--- config.mk ---
export PLATFORM = sky130hd
export DESIGN_NAME = gated_bit_fifo
export DESIGN_NICKNAME = d
export VERILOG_FILES = /design/src/rtl/gbf_pkg.sv /design/src/rtl/gbf_gate.sv /design/src/rtl/gbf_rdport.sv /design/src/rtl/gbf_store.sv /design/src/rtl/gated_bit_fifo.sv
export SDC_FILE = /design/constraint.sdc
export NUM_CORES = 1
export LEC_CHECK = 0
export ABC_CLOCK_PERIOD_IN_PS = 5770
export CAP_MARGIN = 10
export CORE_UTILIZATION = 45
export CTS_CLUSTER_SIZE = 25
export DETAILED_ROUTE_END_ITERATION = 16
export SETUP_SLACK_MARGIN = 0.1
export SYNTH_ARGS = -nofsm -noshare
export SYNTH_HDL_FRONTEND = slang
export SYNTH_SLANG_ARGS = --single-unit
--- constraint.sdc ---
create_clock -name clk -period 5.77 [get_ports clk]
set_clock_uncertainty 0.2 [all_clocks]
set_input_delay 1.154 -clock clk [delete_from_list [all_inputs] [get_ports clk]]
set_output_delay 1.154 -clock clk [all_outputs]
set_load 0.1 [all_outputs]
--- src/rtl/gbf_pkg.sv ---
package gbf_pkg;

    typedef enum logic {
        GATE_DISCARD = 1'b0,
        GATE_STORE   = 1'b1
    } gate_state_t;

endpackage

--- src/rtl/gbf_gate.sv ---
module gbf_gate
    import gbf_pkg::*;
(
    input  logic clk,
    input  logic rst_n,
    input  logic clr,
    input  logic valid_ind,
    input  logic sync_hit,
    output logic wr_en
);

    gate_state_t state_q, state_d;

    // Next-state logic: open on a qualifier, close on clear.
    always_comb begin
        state_d = state_q;
        unique case (state_q)
            GATE_DISCARD: if (!clr && (valid_ind || sync_hit)) state_d = GATE_STORE;
            GATE_STORE:   if (clr)                              state_d = GATE_DISCARD;
            default:                                            state_d = GATE_DISCARD;
        endcase
    end

    // State register
    always_ff @(posedge clk or negedge rst_n) begin
        if (!rst_n) state_q <= GATE_DISCARD;
        else        state_q <= state_d;
    end

    // Outputs
    always_comb begin
        unique case (state_q)
            GATE_DISCARD: wr_en = 1'b0;
            GATE_STORE:   wr_en = 1'b1;
            default:      wr_en = 1'b0;
        endcase
    end


    gate_hold_chk: assert property (@(posedge clk) disable iff (!rst_n)
        (state_q == GATE_STORE && !clr) |=> state_q == GATE_STORE);


    gate_close_chk: assert property (@(posedge clk) disable iff (!rst_n)
        clr |=> state_q == GATE_DISCARD);

endmodule

--- src/rtl/gbf_rdport.sv ---
module gbf_rdport (
    input  logic clk,
    input  logic rst_n,
    input  logic sel_n,
    input  logic sck,
    output logic pop_req
);

    logic sck_q;

    always_ff @(posedge clk or negedge rst_n) begin
        if (!rst_n) sck_q <= 1'b0;
        else        sck_q <= sck;
    end

    assign pop_req = sck && !sck_q && !sel_n;


    pop_sel_chk: assert property (@(posedge clk) disable iff (!rst_n)
        sel_n |-> !pop_req);

endmodule

--- src/rtl/gbf_store.sv ---
module gbf_store #(
    parameter  int DEPTH = 64,
    localparam int PTR_W = $clog2(DEPTH),
    localparam int CNT_W = $clog2(DEPTH + 1)
) (
    input  logic             clk,
    input  logic             rst_n,
    input  logic             clr,
    input  logic             push_req,
    input  logic             bit_in,
    input  logic             pop_req,
    input  logic [CNT_W-1:0] thr,
    output logic             rd_bit,
    output logic             lvl_irq,
    output logic             empty,
    output logic             ovf
);

    localparam logic [PTR_W-1:0] LAST  = PTR_W'(DEPTH - 1);
    localparam logic [CNT_W-1:0] FULLC = CNT_W'(DEPTH);

    logic [DEPTH-1:0] mem;
    logic [PTR_W-1:0] wr_ptr, rd_ptr;
    logic [CNT_W-1:0] count;
    logic             full, push_ok, pop_ok;

    assign full    = (count == FULLC);
    assign empty   = (count == '0);
    assign pop_ok  = pop_req && !empty;
    assign push_ok = push_req && (!full || pop_ok);
    assign lvl_irq = (count >= thr);

    always_ff @(posedge clk) begin
        if (push_ok && !clr) mem[wr_ptr] <= bit_in;
    end

    always_ff @(posedge clk or negedge rst_n) begin
        if (!rst_n) begin
            wr_ptr <= '0;
            rd_ptr <= '0;
            count  <= '0;
            ovf    <= 1'b0;
            rd_bit <= 1'b0;
        end else if (clr) begin
            wr_ptr <= '0;
            rd_ptr <= '0;
            count  <= '0;
            ovf    <= 1'b0;
            rd_bit <= 1'b0;
        end else begin
            if (push_ok) wr_ptr <= (wr_ptr == LAST) ? '0 : wr_ptr + 1'b1;
            if (pop_ok)  rd_ptr <= (rd_ptr == LAST) ? '0 : rd_ptr + 1'b1;
            if (pop_req) rd_bit <= pop_ok ? mem[rd_ptr] : 1'b0;
            if (push_ok && !pop_ok)      count <= count + 1'b1;
            else if (pop_ok && !push_ok) count <= count - 1'b1;
            if (push_req && !push_ok) ovf <= 1'b1;
        end
    end


    ovf_sticky_chk: assert property (@(posedge clk) disable iff (!rst_n)
        (ovf && !clr) |=> ovf);


    count_bound_chk: assert property (@(posedge clk) disable iff (!rst_n)
        count <= FULLC);


    empty_pop_chk: assert property (@(posedge clk) disable iff (!rst_n)
        (pop_req && empty && !push_req && !clr) |=> (empty && !rd_bit && $stable(rd_ptr)));


    pushpop_chk: assert property (@(posedge clk) disable iff (!rst_n)
        (push_req && pop_req && !empty && !clr) |=> ($stable(count) && !$rose(ovf)));


    rdptr_hold_chk: assert property (@(posedge clk) disable iff (!rst_n)
        (!pop_req && !clr) |=> $stable(rd_ptr));


    clr_chk: assert property (@(posedge clk) disable iff (!rst_n)
        clr |=> (empty && !ovf && !rd_bit));

endmodule

--- src/rtl/gated_bit_fifo.sv ---
module gated_bit_fifo #(
    parameter  int DEPTH = 64,
    localparam int CNT_W = $clog2(DEPTH + 1)
) (
    input  logic             clk,
    input  logic             rst_n,
    input  logic             clr,
    input  logic             bit_in,
    input  logic             bit_stb,
    input  logic             valid_ind,
    input  logic             sync_hit,
    input  logic [CNT_W-1:0] lvl_thr,
    input  logic             rd_sel_n,
    input  logic             rd_sck,
    output logic             rd_bit,
    output logic             lvl_irq,
    output logic             empty,
    output logic             ovf
);

    logic wr_en;
    logic pop_req;

    gbf_gate u_gate (
        .clk       (clk),
        .rst_n     (rst_n),
        .clr       (clr),
        .valid_ind (valid_ind),
        .sync_hit  (sync_hit),
        .wr_en     (wr_en)
    );

    gbf_rdport u_rdport (
        .clk     (clk),
        .rst_n   (rst_n),
        .sel_n   (rd_sel_n),
        .sck     (rd_sck),
        .pop_req (pop_req)
    );

    gbf_store #(.DEPTH(DEPTH)) u_store (
        .clk      (clk),
        .rst_n    (rst_n),
        .clr      (clr),
        .push_req (bit_stb && wr_en),
        .bit_in   (bit_in),
        .pop_req  (pop_req),
        .thr      (lvl_thr),
        .rd_bit   (rd_bit),
        .lvl_irq  (lvl_irq),
        .empty    (empty),
        .ovf      (ovf)
    );


    no_store_closed_chk: assert property (@(posedge clk) disable iff (!rst_n)
        (!wr_en && empty && !clr) |=> empty);

endmodule

# Yosys cells after proc, flatten, opt, wreduce, memory -nomap -nowiden
# Cells that the tools add are included.
dict set report word_totals {
  out_inout_bits 4
  inputBits 16
  regBits 87
  word_cells 69
}
dict set report classes {
  n_lt_le_gt_ge 4
  mux 23
  add_sub_neg 4
  n_eq_ne 3
  reduce_logical 26
  bitwise_logic 1
}
# operator count
set ops {}
lappend ops {{bitwise mux 64 bit} 1}
lappend ops {{2-to-1 mux 6 bit} 6}
lappend ops {{2-to-1 mux 7 bit} 3}
lappend ops {{less-than comparator 6 x 7 -> 1 bit, second input constant} 2}
lappend ops {{adder 6 x 1 -> 6 bit, second input constant} 2}
lappend ops {{== test 6 bit, second input constant} 2}
lappend ops {{logical AND 1 bit} 11}
lappend ops {{2-to-1 mux 1 bit} 9}
lappend ops {{nonzero test 2 bit} 4}
lappend ops {{adder 7 x 1 -> 7 bit, second input constant} 1}
lappend ops {{== test 7 bit, second input constant} 1}
lappend ops {{>= comparator 7 bit} 1}
lappend ops {{logical NOT 1 bit} 7}
lappend ops {{logical NOT 7 bit} 1}
lappend ops {{subtractor 7 x 1 -> 7 bit, second input constant} 1}
lappend ops {{binary-select mux 1 bit (select 6 bit)} 1}
lappend ops {{demux 1 bit (select 6 bit)} 1}
lappend ops {{>= comparator 6 x 1 -> 1 bit, second input constant} 1}
lappend ops {{case mux 1 bit (2 select lines)} 2}
lappend ops {{nonzero test 3 bit} 1}
lappend ops {{logical OR 1 bit} 2}
lappend ops {{NOT 1 bit} 1}

# Logic depth before layout (Yosys ltp)
dict set report depth {
  word_depth 11
  mapped_depth 12
  depth_no_buf 12
}

# By module
# Synthesis repeated with hierarchy kept, for this count alone.
dict set report hier_totals {
  hier_cells 368
  hier_area_um2 4483.0
}
# mod cells_per_inst area_per_inst_um2 seq_area_each_um2 instances
set modules_own_cells {}
lappend modules_own_cells {gbf_store 362 4405.5 2447.3 1}
lappend modules_own_cells {gbf_rdport 2 37.5 25.0 1}
lappend modules_own_cells {gbf_gate 3 33.8 25.0 1}
lappend modules_own_cells {gated_bit_fifo 1 6.3 0.0 1}

# Worst setup path before layout
# Ideal clock, no wire load.
dict set report synth_path {
  kind {input port to output port}
  start {input port lvl_thr[0]}
  end {output port lvl_irq}
  path_buffers 0
  setup_slack_ns 0.465
  t_arrival_ns 3.951
  t_required_ns 4.416
  path_stages 7
  cell_sequence {ha_1 > nand2b_1 > a21o_1 > a21o_1 > a21o_1 > a21oi_1 > o21ai_0}
}
dict set report synth_via {
  elab_chain_cells 1
}
# item line_no
set synth_rtl {}
lappend synth_rtl {{from (decl)} gated_bit_fifo.sv:12} ;# input logic [CNT_W-1:0] lvl_thr,
lappend synth_rtl {{>= comparator 7 bit} gbf_store.sv:31} ;# assign lvl_irq = (count >= thr);
lappend synth_rtl {{to (decl)} gated_bit_fifo.sv:16} ;# output logic lvl_irq,
# No other way between the ends.

# Final worst setup path
dict set report layout_path {
  start {register u_store.count[3]}
  end {output port empty}
}
dict set report layout_via {
  elab_chain_cells 1
}
# item line_no
set layout_rtl {}
lappend layout_rtl {{from (decl)} gbf_store.sv:24} ;# logic [CNT_W-1:0] count;
lappend layout_rtl {{from (signal assigned)} gbf_store.sv:54} ;# if (push_ok && !pop_ok) count <= count + 1'b1;
lappend layout_rtl {{from (signal assigned)} gbf_store.sv:55} ;# else if (pop_ok && !push_ok) count <= count - 1'b1;
lappend layout_rtl {{logical NOT 7 bit} gbf_store.sv:28} ;# assign empty = (count == '0);
lappend layout_rtl {{to (decl)} gated_bit_fifo.sv:17} ;# output logic empty,
# No other way between the ends.

==> flow_summary.yaml <==
outcome:
  outcome: "completed"
power:
  p_seq_share_pct: 44.6
  p_per_area_mw_per_mm2: 326.8
  p_comb_share_pct: 21.2
  internal_power_uw: 1171
  power_leakage_uw: 0.001703
  p_sw_share_pct: 28.05
  switching_power_uw: 456.5
  clockPowerShare_pct: 34.3
  p_total_uw: 1628
  ir_drop_mv: 0.1756
logic_synthesis:
  synthTopCellsByCount: "79 x nor2_1, 64 x edfxtp_1, 26 x nand2_1"
  synth_area_leaders: "edfxtp_1 44%, dfrtp_1 13%, mux4_2 9.2%, nor2_1 6.7%, ha_1 4.3%"
  synth.net_count: 399
  syn_inst: 367
  yosysMostFrequentCell: "nor2_1"
  yosys_warnings: 0
  synth.distinct_cells: 47
  ys_seq_elements: 87
  synth.avg_cell_area_um2: 11.99
  synth_top_area_share_pct: 43.66
  async_flop_share_pct: 26.44
  synth_flop_cell: "edfxtp_1"
  synth.yosys.seq_area_share_pct: 56.74
  yosysTopAreaCell: "edfxtp_1"
  netlist_area_mm2: 0.004402
  synth_edf_count: 64
floorplan:
  start_util_pct: 46.97
  fp.dieH_um: 100.9
  io_pins: 20
  core_area_mm2: 0.009371
  die_w_um: 100.9
  num_rows: 35
  die_area_mm2: 0.01018
clock_tree:
  cts_root_buf: "clkbuf_8"
  cts.sinks: 87
  htree_levels: 3
  cts_setup_buffers: 0
  cts_buffers: 9
  cts_hold_buf: 0
  cts_tree: "built"
  clock_latency_ns: 0.35
  ctsResizeCount: 0
  clk_pin_slew_worst_paths_ns: 0.09
  cts_buffer_depth: 2
job:
  maxCapViolCount: 0
global_routing:
  antenna_found_initial: 0
  grt_max_degree: 65
  grt_pass1_vias: 2739
  grt_pass1_wl_um: 14420
  overflow: 0
  grtUsageTotal_pct: 19.30
placed_design:
  dpl-instance-area_mm2: 0.004687
  port-buffer-count: 19
  dp_hpwl_um: 5598
  gp_congestion: 0.7881
route:
  dr.pass1.iters: 4
  route.detailed.drc: 0
  post_drt_via_cell_ratio: 5.511
  vias: 2838
  routed_wl_um: 8884
  drtIter0Drc: 215
  postRouteAntennaNets: 0
  wl_per_cell_um: 17.25
setup_path:
  cp.required_ns: 4.42
  cp_max_fo: 5
  worstRegToRegCells: 12
  critPathKind: "reg -> out"
  cp.arrival_ns: 2.98
  start_kind: "register"
  cp-end-kind: "output pin"
sta:
  tns_ns: 0
  max_clock_freq_mhz: 230.5
  hold_viol: 0
  tightest_slew_ns: 0.9687
  period_needed_ns: 4.337
  finalSetupViolations: 0
  slew_violations: 0
  rsz0062_at_grt: "no"
  maxSlewHeadroom_pct: 35.22
  holdWs_ns: 0.3234
  min_period_over_period_pct: 75.17
cells_and_area:
  fillers: 839
  layout-drive-gt1-share_pct: 13.99
  synthToLayoutAreaGrowth_pct: 13.16
  post-route-cell-area_mm2: 0.004981
  antennaDiodeCount: 0
  nets: 413
hold_path:
  holdCritPathClass: "reg -> reg"
  holdPathStages: 2
==> kinds of logic (layout without fill, tap and decap cells) <==
| logic type | after synthesis | in the layout | share of synthesized area, % |
|---|---|---|---|
| AND/OR/NAND/NOR | 148 | 148 | 15.15 |
| flip-flops | 87 | 87 | 56.74 |
| AO/OA/AOI/OAI | 52 | 52 | 8.272 |
| buffers and inverters | 34 | 53 | 3.240 |
| multiplexers | 24 | 24 | 10.69 |
| adder cells (fa/ha/maj) | 16 | 16 | 4.719 |
| XOR/XNOR | 6 | 6 | 1.194 |
==> per-layer routing <==
| layer | routed length, um | GRT usage, % |
|---|---|---|
| met1 | 4026 | 25.86 |
| met2 | 4276 | 31.40 |
| met3 | 398 | 2.705 |
| met4 | 183 | 8.696 |
| met5 | 0 | 0 |
==> area by class of cell <==
type,count,area [um^2],area share [%]
Sequential cell,87,2497,50.14
Multi-Input combinational cell,246,1762,35.37
Timing Repair Buffer,24,245.2,4.923
Tap cell,129,161.4,3.240
Clock inverter,7,142.6,2.864
Clock buffer,9,123.9,2.487
Inverter,13,48.80,0.9797
==> power by group through the flow <==
stage / combinational, uW / sequential, uW / clock, uW
finish: 345 / 725 / 558
global route: 384 / 730 / 585
CTS: 347 / 726 / 568
detailed placement: 346 / 740 / 0
global placement: 340 / 739 / 0
floorplan: 269 / 732 / 0
==> per-stage QoR <==
stage               instances  setup slack, ns  utilization (%)
floorplan                 367           0.4647                -
global placement          498            1.461            50.01
detailed placement        498            1.408            50.01
CTS                       514            1.400            52.86
global route              515            1.300            53.15
finish                    515            1.433            53.15
==> worst paths after layout <==
kind                                                 to                          from  slack, ns
max                                               empty  u_store.count[3]$_DFFE_PN0P_       1.43
min in group asynchronous  u_store.count[4]$_DFFE_PN0P_                         rst_n       0.87
max reg2reg                u_store.count[6]$_DFFE_PN0P_  u_store.count[3]$_DFFE_PN0P_       1.91
max in group asynchronous  u_store.count[0]$_DFFE_PN0P_                         rst_n       4.07
min reg2reg                     u_store.ovf$_DFFE_PN0P_       u_store.ovf$_DFFE_PN0P_       0.32
min                             u_store.ovf$_DFFE_PN0P_       u_store.ovf$_DFFE_PN0P_       0.32
==> cell usage in the layout, fill, tap and decap left out, types with 6 or more instances in the layout <==
| cell type | synthesis | routed |
|---|---|---|
| a21o_1 | 6 | 6 |
| a21oi_1 | 15 | 15 |
| clkbuf_8 | 0 | 9 |
| clkdlybuf4s50_1 | 0 | 18 |
| dfrtp_1 | 23 | 23 |
| edfxtp_1 | 64 | 64 |
| ha_1 | 15 | 15 |
| inv_1 | 13 | 13 |
| mux4_2 | 18 | 18 |
| nand2_1 | 26 | 26 |
| nand3_1 | 11 | 11 |
| nor2_1 | 79 | 79 |
| nor3_1 | 7 | 7 |
| o21ai_0 | 11 | 11 |
| or3_1 | 6 | 6 |
==> critical path: stages, from the launching register on <==
cell and delay [ns]:
dfrtp_1 0.44, or4_4 0.57, or3_4 0.38, nor2_1 0.10
clkdlybuf4s50_1 1.14
==> flip-flops by register name (all words and copies together), names as in the netlist <==
signal and count:
u_store.mem 64, u_store.count 7, u_store.rd_ptr 6, u_store.wr_ptr 6
u_gate.state_q 1, u_rdport.sck_q 1, u_store.ovf 1, u_store.rd_bit 1
No activity file was read; power rests on OpenSTA's default activity.
